$ cat config.mk
export PLATFORM = sky130hd
export DESIGN_NAME = booth_mul_top
export DESIGN_NICKNAME = d
export VERILOG_FILES = /design/src/rtl/booth_mul_pkg.sv /design/src/rtl/booth_operand_ext.sv /design/src/rtl/booth_digit_dec.sv /design/src/rtl/booth_pp_gen.sv /design/src/rtl/booth_csa3.sv /design/src/rtl/booth_csa_tree.sv /design/src/rtl/booth_mul_top.sv
export SDC_FILE = /design/constraint.sdc
export NUM_CORES = 2
export LEC_CHECK = 0
export BUFFER_PORTS_ARGS = -buffer_cell sky130_fd_sc_hd__clkbuf_2
export CORE_UTILIZATION = 67
export DETAILED_ROUTE_END_ITERATION = 10
export PLACE_DENSITY = 0.85
export SLEW_MARGIN = 20
export SYNTH_ARGS = -nofsm -noshare
export SYNTH_HDL_FRONTEND = slang
export SYNTH_HIERARCHICAL = 1
export SYNTH_SLANG_ARGS = --single-unit
$ cat constraint.sdc
create_clock -name vclk -period 26.5
set_input_delay 2.65 -clock vclk [all_inputs]
set_output_delay 2.65 -clock vclk [all_outputs]
set_load 0.1 [all_outputs]
$ cat src/rtl/booth_mul_pkg.sv
// Package: booth_mul_pkg
// Shared types and elaboration-time helpers for the radix-4 Booth
// multiplier. Assumes nothing beyond constant-function evaluation.
package booth_mul_pkg;

    // Decoded control for one radix-4 digit: sign, x1 select, x2 select.
    typedef struct packed {
        logic neg;
        logic one;
        logic two;
    } booth_sel_t;

    // Rows left after one 3:2 counter level acting on n rows.
    function automatic int csa_next_rows(input int n);
        return 2 * (n / 3) + (n % 3);
    endfunction

    // Rows present at the input of tree level lvl, starting from n rows.
    function automatic int csa_rows_at(input int n, input int lvl);
        int r;
        r = n;
        for (int k = 0; k < lvl; k++) begin
            r = csa_next_rows(r);
        end
        return r;
    endfunction

    // Number of 3:2 levels needed to reach two rows from n rows.
    function automatic int csa_levels(input int n);
        int r;
        int cnt;
        r   = n;
        cnt = 0;
        while (r > 2) begin
            r   = csa_next_rows(r);
            cnt = cnt + 1;
        end
        return cnt;
    endfunction

endpackage

$ cat src/rtl/booth_operand_ext.sv
// Module: booth_operand_ext
// Widens an operand by one bit so that a signed core can handle it:
// the new MSB repeats the sign bit for signed operands, else is zero.
// Assumes OP_W >= 2.
module booth_operand_ext #(
    parameter int OP_W = 32
) (
    input  logic [OP_W-1:0] opnd_i,
    input  logic            is_signed_i,
    output logic [OP_W:0]   opnd_o
);

    // Select the extension bit from the flag and the operand MSB.
    always_comb begin
        opnd_o = {is_signed_i & opnd_i[OP_W-1], opnd_i};
    end

endmodule

$ cat src/rtl/booth_digit_dec.sv
// Module: booth_digit_dec
// Decodes one overlapping 3-bit group {hi, mid, lo} into a radix-4
// digit: value = -2*hi + mid + lo, expressed as sign and magnitude.
// Group 111 decodes as zero with neg cleared, so no correction is added.
module booth_digit_dec
    import booth_mul_pkg::*;
(
    input  logic [2:0]  grp_i,
    output booth_sel_t  sel_o
);

    // Map the group to negative / x1 / x2 selects.
    always_comb begin
        sel_o.neg = grp_i[2] & ~(grp_i[1] & grp_i[0]);
        sel_o.one = grp_i[1] ^ grp_i[0];
        sel_o.two = (grp_i[2] & ~grp_i[1] & ~grp_i[0])
                  | (~grp_i[2] & grp_i[1] & grp_i[0]);
    end

endmodule

$ cat src/rtl/booth_pp_gen.sv
// Module: booth_pp_gen
// Builds the partial-product rows: one row per radix-4 digit of the
// recoded operand, sign-extended to PROD_W and shifted by 2*digit,
// plus a final correction row holding a +1 at the base of each
// inverted (negative) row. Assumes EXT_W is odd (even operand width).
module booth_pp_gen
    import booth_mul_pkg::*;
#(
    parameter int EXT_W  = 33,
    parameter int PROD_W = 64,
    localparam int DIGITS = (EXT_W + 1) / 2,
    localparam int ROWS   = DIGITS + 1
) (
    input  logic [EXT_W-1:0]             mplier_i,
    input  logic [EXT_W-1:0]             mcand_i,
    output logic [ROWS-1:0][PROD_W-1:0]  rows_o
);

    localparam int MUL_W = EXT_W + 1;
    localparam int PAD_W = 2 * DIGITS + 1;
    localparam int FILL  = PAD_W - 1 - EXT_W;

    logic [PAD_W-1:0]  padded;
    logic [DIGITS-1:0] neg_vec;
    logic [PROD_W-1:0] corr_row;

    // Pad the recoded operand: zero below bit 0, sign copy above.
    always_comb begin
        padded = {{FILL{mplier_i[EXT_W-1]}}, mplier_i, 1'b0};
    end

    for (genvar d = 0; d < DIGITS; d++) begin : g_digit
        booth_sel_t       sel;
        logic [MUL_W-1:0] mag;
        logic [MUL_W-1:0] mult;

        booth_digit_dec u_dec (
            .grp_i (padded[2*d+2 : 2*d]),
            .sel_o (sel)
        );

        // Pick 0, +B or +2B, then invert it for a negative digit.
        always_comb begin
            if (sel.two) begin
                mag = {mcand_i, 1'b0};
            end else if (sel.one) begin
                mag = {mcand_i[EXT_W-1], mcand_i};
            end else begin
                mag = '0;
            end
            mult = sel.neg ? ~mag : mag;
        end

        assign neg_vec[d] = sel.neg;
        assign rows_o[d]  = {{(PROD_W-MUL_W){mult[MUL_W-1]}}, mult} << (2 * d);
    end

    // Gather the +1 completions for every inverted row.
    always_comb begin
        corr_row = '0;
        for (int d = 0; d < DIGITS; d++) begin
            corr_row[2*d] = neg_vec[d];
        end
    end

    assign rows_o[DIGITS] = corr_row;

endmodule

$ cat src/rtl/booth_csa3.sv
// Module: booth_csa3
// One 3:2 counter row: three W-bit addends become a sum and a carry
// vector of equal total modulo 2^W. The carry out of the MSB is dropped.
module booth_csa3 #(
    parameter int W = 64
) (
    input  logic [W-1:0] a_i,
    input  logic [W-1:0] b_i,
    input  logic [W-1:0] c_i,
    output logic [W-1:0] sum_o,
    output logic [W-1:0] cy_o
);

    logic [W-2:0] maj;

    // Bitwise parity and majority, carries moved up one weight.
    always_comb begin
        sum_o = a_i ^ b_i ^ c_i;
        maj   = (a_i[W-2:0] & b_i[W-2:0])
              | (a_i[W-2:0] & c_i[W-2:0])
              | (b_i[W-2:0] & c_i[W-2:0]);
        cy_o  = {maj, 1'b0};
    end

endmodule

$ cat src/rtl/booth_csa_tree.sv
// Module: booth_csa_tree
// Reduces N rows to two by levels of 3:2 counters. At each level every
// full group of three rows is compressed and the leftover rows are
// passed through. The level count comes from the package. Assumes N >= 3.
module booth_csa_tree
    import booth_mul_pkg::*;
#(
    parameter int W = 64,
    parameter int N = 18
) (
    input  logic [N-1:0][W-1:0] rows_i,
    output logic [W-1:0]        sum_o,
    output logic [W-1:0]        carry_o
);

    localparam int LEVELS = csa_levels(N);

    for (genvar l = 0; l <= LEVELS; l++) begin : g_lvl
        localparam int N_IN = csa_rows_at(N, l);
        logic [W-1:0] v [N_IN];

        if (l == 0) begin : g_load
            for (genvar k = 0; k < N; k++) begin : g_row
                assign v[k] = rows_i[k];
            end
        end else begin : g_red
            localparam int N_PREV = csa_rows_at(N, l - 1);
            localparam int GROUPS = N_PREV / 3;
            localparam int REM    = N_PREV % 3;

            for (genvar g = 0; g < GROUPS; g++) begin : g_grp
                booth_csa3 #(.W(W)) u_csa (
                    .a_i   (g_lvl[l-1].v[3*g]),
                    .b_i   (g_lvl[l-1].v[3*g+1]),
                    .c_i   (g_lvl[l-1].v[3*g+2]),
                    .sum_o (v[2*g]),
                    .cy_o  (v[2*g+1])
                );
            end
            for (genvar r = 0; r < REM; r++) begin : g_pass
                assign v[2*GROUPS+r] = g_lvl[l-1].v[3*GROUPS+r];
            end
        end
    end

    assign sum_o   = g_lvl[LEVELS].v[0];
    assign carry_o = g_lvl[LEVELS].v[1];

endmodule

$ cat src/rtl/booth_mul_top.sv
// Module: booth_mul_top
// Combinational OP_W x OP_W multiplier with a signedness flag per
// operand. Both operands are widened by one bit, op_a is radix-4 Booth
// recoded, the rows are compressed and a final adder forms the product.
// Assumes OP_W is even. There is no clock or reset because the block holds no state.
module booth_mul_top #(
    parameter int OP_W = 32
) (
    input  logic [OP_W-1:0]   op_a,
    input  logic              op_a_signed,
    input  logic [OP_W-1:0]   op_b,
    input  logic              op_b_signed,
    output logic [2*OP_W-1:0] product
);

    localparam int EXT_W  = OP_W + 1;
    localparam int PROD_W = 2 * OP_W;
    localparam int DIGITS = (EXT_W + 1) / 2;
    localparam int ROWS   = DIGITS + 1;

    logic [EXT_W-1:0]            a_ext;
    logic [EXT_W-1:0]            b_ext;
    logic [ROWS-1:0][PROD_W-1:0] pp_rows;
    logic [PROD_W-1:0]           red_sum;
    logic [PROD_W-1:0]           red_carry;

    booth_operand_ext #(.OP_W(OP_W)) u_ext_a (
        .opnd_i      (op_a),
        .is_signed_i (op_a_signed),
        .opnd_o      (a_ext)
    );

    booth_operand_ext #(.OP_W(OP_W)) u_ext_b (
        .opnd_i      (op_b),
        .is_signed_i (op_b_signed),
        .opnd_o      (b_ext)
    );

    booth_pp_gen #(.EXT_W(EXT_W), .PROD_W(PROD_W)) u_pp (
        .mplier_i (a_ext),
        .mcand_i  (b_ext),
        .rows_o   (pp_rows)
    );

    booth_csa_tree #(.W(PROD_W), .N(ROWS)) u_tree (
        .rows_i  (pp_rows),
        .sum_o   (red_sum),
        .carry_o (red_carry)
    );

    // Final carry-propagate addition of the two reduced vectors.
    always_comb begin
        product = red_sum + red_carry;
    end

endmodule

==> metrics.md <==
| Metric | Value |
|---|---|
| Status | completed |
| # nets final | a little over 6000 |
| RSZ-0062 raised after global routing | no |
| Max-cap violation count | 0 |
| ANT cells | 0 |
| DR iter-0 viols | 4974 |
| GRT overflow | 0 |
| Synth-to-layout area growth | -7.83% |
| Mapped Cells | 5862 |
| Seq. cell area | 0 sq um |
| Final Critical Period | about 15 ns |
| Vias | between 40000 and 50000 |
| Fin crit share | a little under three fifths |
| Filler instances | between 6000 and 7000 |
| Crit Path Category | input port to primary output |
| Routed Antenna Nets | 0 |
| Port Buf Inserts | 130 |
| Fin. max-slew vios | 0 |
| Synthesized area | roughly 57000 sq um |
| Area of the multi-input gates | 49400 sq um |
| Vias in the first global route | 41800 |
| Core Region | between 80000 and 90000 sq um |
| Total track usage | about a third |
| Hold Crit Class | input port to primary output |
| CP endpoint kind | primary output |
| WL per Instance | 23.7 um |
| Layout cells sized above 1 | 17.1% |
| Clock buffers | 0 |
| Most common cell after layout, fill and taps aside | fa_1 |
| Final Setup Violations | 0 |
| Via-per-instance ratio | between 7 and 8 |
| Critical path data required time | between 20 and 25 ns |
| Dpl cell area | about 52000 sq um |
| WP data arrival | around 12 ns |
| Most frequent CP cell | fa_1 |
| Fmax | between 60 and 70 MHz |
| CP Max Fanout | 130 |
| Boundary Pins | 130 |
| DIE AREA | 86000 sq um |
| Core Util, Final | around 63% |
| Dpl hpwl | ~100000 um |
| Setup_tns | 0 ns |
| Row cnt | roughly 110 |
| Slew headroom | between 10% and 20% |
| Remaining routing DRC violations | 0 |
| Netlist cell types | a little under 70 |
| Most frequent cells in the layout | fa_1 (1009), a21oi_1 (619), nand3b_1 (578) |
| Worst path max stage delay | ~0.75 ns |
| Cts hold-fix bufs | 0 |
| Num sequential | 0 |
| CP max-delay cell | buf_4 |
| Critical Path Source Type | input port |
| Antenna violations before repair | 0 |
| Die Ht | about 290 um |
| Mean area per synthesized cell | about 9.7 sq um |
| Total Wirelength | 145000 um |
| Global-route wire length before repair | approximately 230000 um |
| Initial Utilization | between 60% and 70% |
| GPL Wtd Cong | 0.987 |
| Final Cell Area | 52400 sq um |
| Hold Vio Cnt, Final | 0 |
| Syn. warnings | 6 |
| Register area share after synthesis | 0% |
| Initial DRT Pass Iterations | 6 |
| Setup bufs post-CTS | 0 |
| Maximum number of pins on one net before global-route repair | ~130 |
| Die width | around 290 um |
| Post-cts repair resize count | 0 |
| Slew @ Worst Pin | around 1.2 ns |
==> metal layers <==
| layer | wire length, um | vias up | share of wire, % | global-route usage [%] |
|---|---|---|---|---|
| li1 | - | 18500 | - | - |
| met1 | 57500 | 21700 | 40 | 47.6 |
| met2 | 67900 | 2396 | 47 | 53.9 |
| met5 | 0 | - | 0 | 0 |
| met4 | 5270 | 0 | 3.6 | 10.1 |
| met3 | 14200 | 355 | 9.8 | 4.70 |
==> critical path: cells and delay by family <==
kind | cells | cell delay, ns
AO/OA/AOI/OAI | 11 | 2.94
AND/OR/NAND/NOR | 1 | 0.12
adder cells (fa/ha/maj) | 7 | 3.63
XOR/XNOR | 2 | 0.38
buffers and inverters | 4 | 2.10
==> kinds of logic (layout without fill, tap and decap cells) <==
kind of cell	Yosys count	after routing	share of synthesized area (%)
buffers and inverters	1444	251	15.8
XOR/XNOR	109	109	2.10
multiplexers	1	1	0.0176
adder cells (fa/ha/maj)	1089	1089	37.3
AND/OR/NAND/NOR	1862	1862	25.0
AO/OA/AOI/OAI	1340	1340	19.7
other	17	338	0.112
==> Yosys cell counts, drive strengths merged (3+ instances only) <==
master | count | area share [%]
buf | 1099 | 14
fa | 1009 | 36
a21oi | 620 | 5.5
nand3b | 578 | 7.6
a211oi | 549 | 12
and3 | 549 | 6.0
and4b | 543 | 9.6
clkbuf | 330 | 2.2
ha | 80 | 1.8
xnor2 | 75 | 1.2
o21ai | 65 | 0.68
nand2 | 50 | 0.33
a21o | 41 | 0.54
nor2 | 36 | 0.24
nor2b | 23 | 0.25
nand2b | 22 | 0.24
xor2 | 18 | 0.28
conb | 17 | 0.11
nand3 | 16 | 0.14
xor3 | 16 | 0.67
inv | 15 | 0.099
nand4 | 14 | 0.15
o21bai | 14 | 0.18
a31oi | 11 | 0.13
o21a | 9 | 0.12
nor3 | 8 | 0.079
and2 | 7 | 0.077
o31ai | 6 | 0.088
o211ai | 4 | 0.053
a2111oi | 3 | 0.079
a211o | 3 | 0.046
or2 | 3 | 0.033
or3 | 3 | 0.042
==> path summary, 6_finish.rpt <==
kind	cells after the start	slack, ns	end	startpoint
worst max-delay path	25	11.90	product[62]	op_a[1]
worst min-delay path	10	7.71	product[50]	op_b[18]
==> final cells by class <==
class | count | area share [%]
inverters | 15 | 0.107
multi-input cells | 4739 | 94.3
well taps | 1134 | 2.71
repair buffers | 236 | 2.84
==> through the flow <==
stage	cells	setup slack, ns	hold slack, ns
floorplan	6183	12.52	7.02
global placement	6122	12.04	7.65
detailed placement	6122	12.06	7.68
CTS	6122	12.04	7.68
global route	6124	11.57	7.81
finish	6124	11.90	7.71
Power is left out: the tool's default activity adds up to more than one toggle a clock period on the data nets, which glitch-free logic cannot reach.
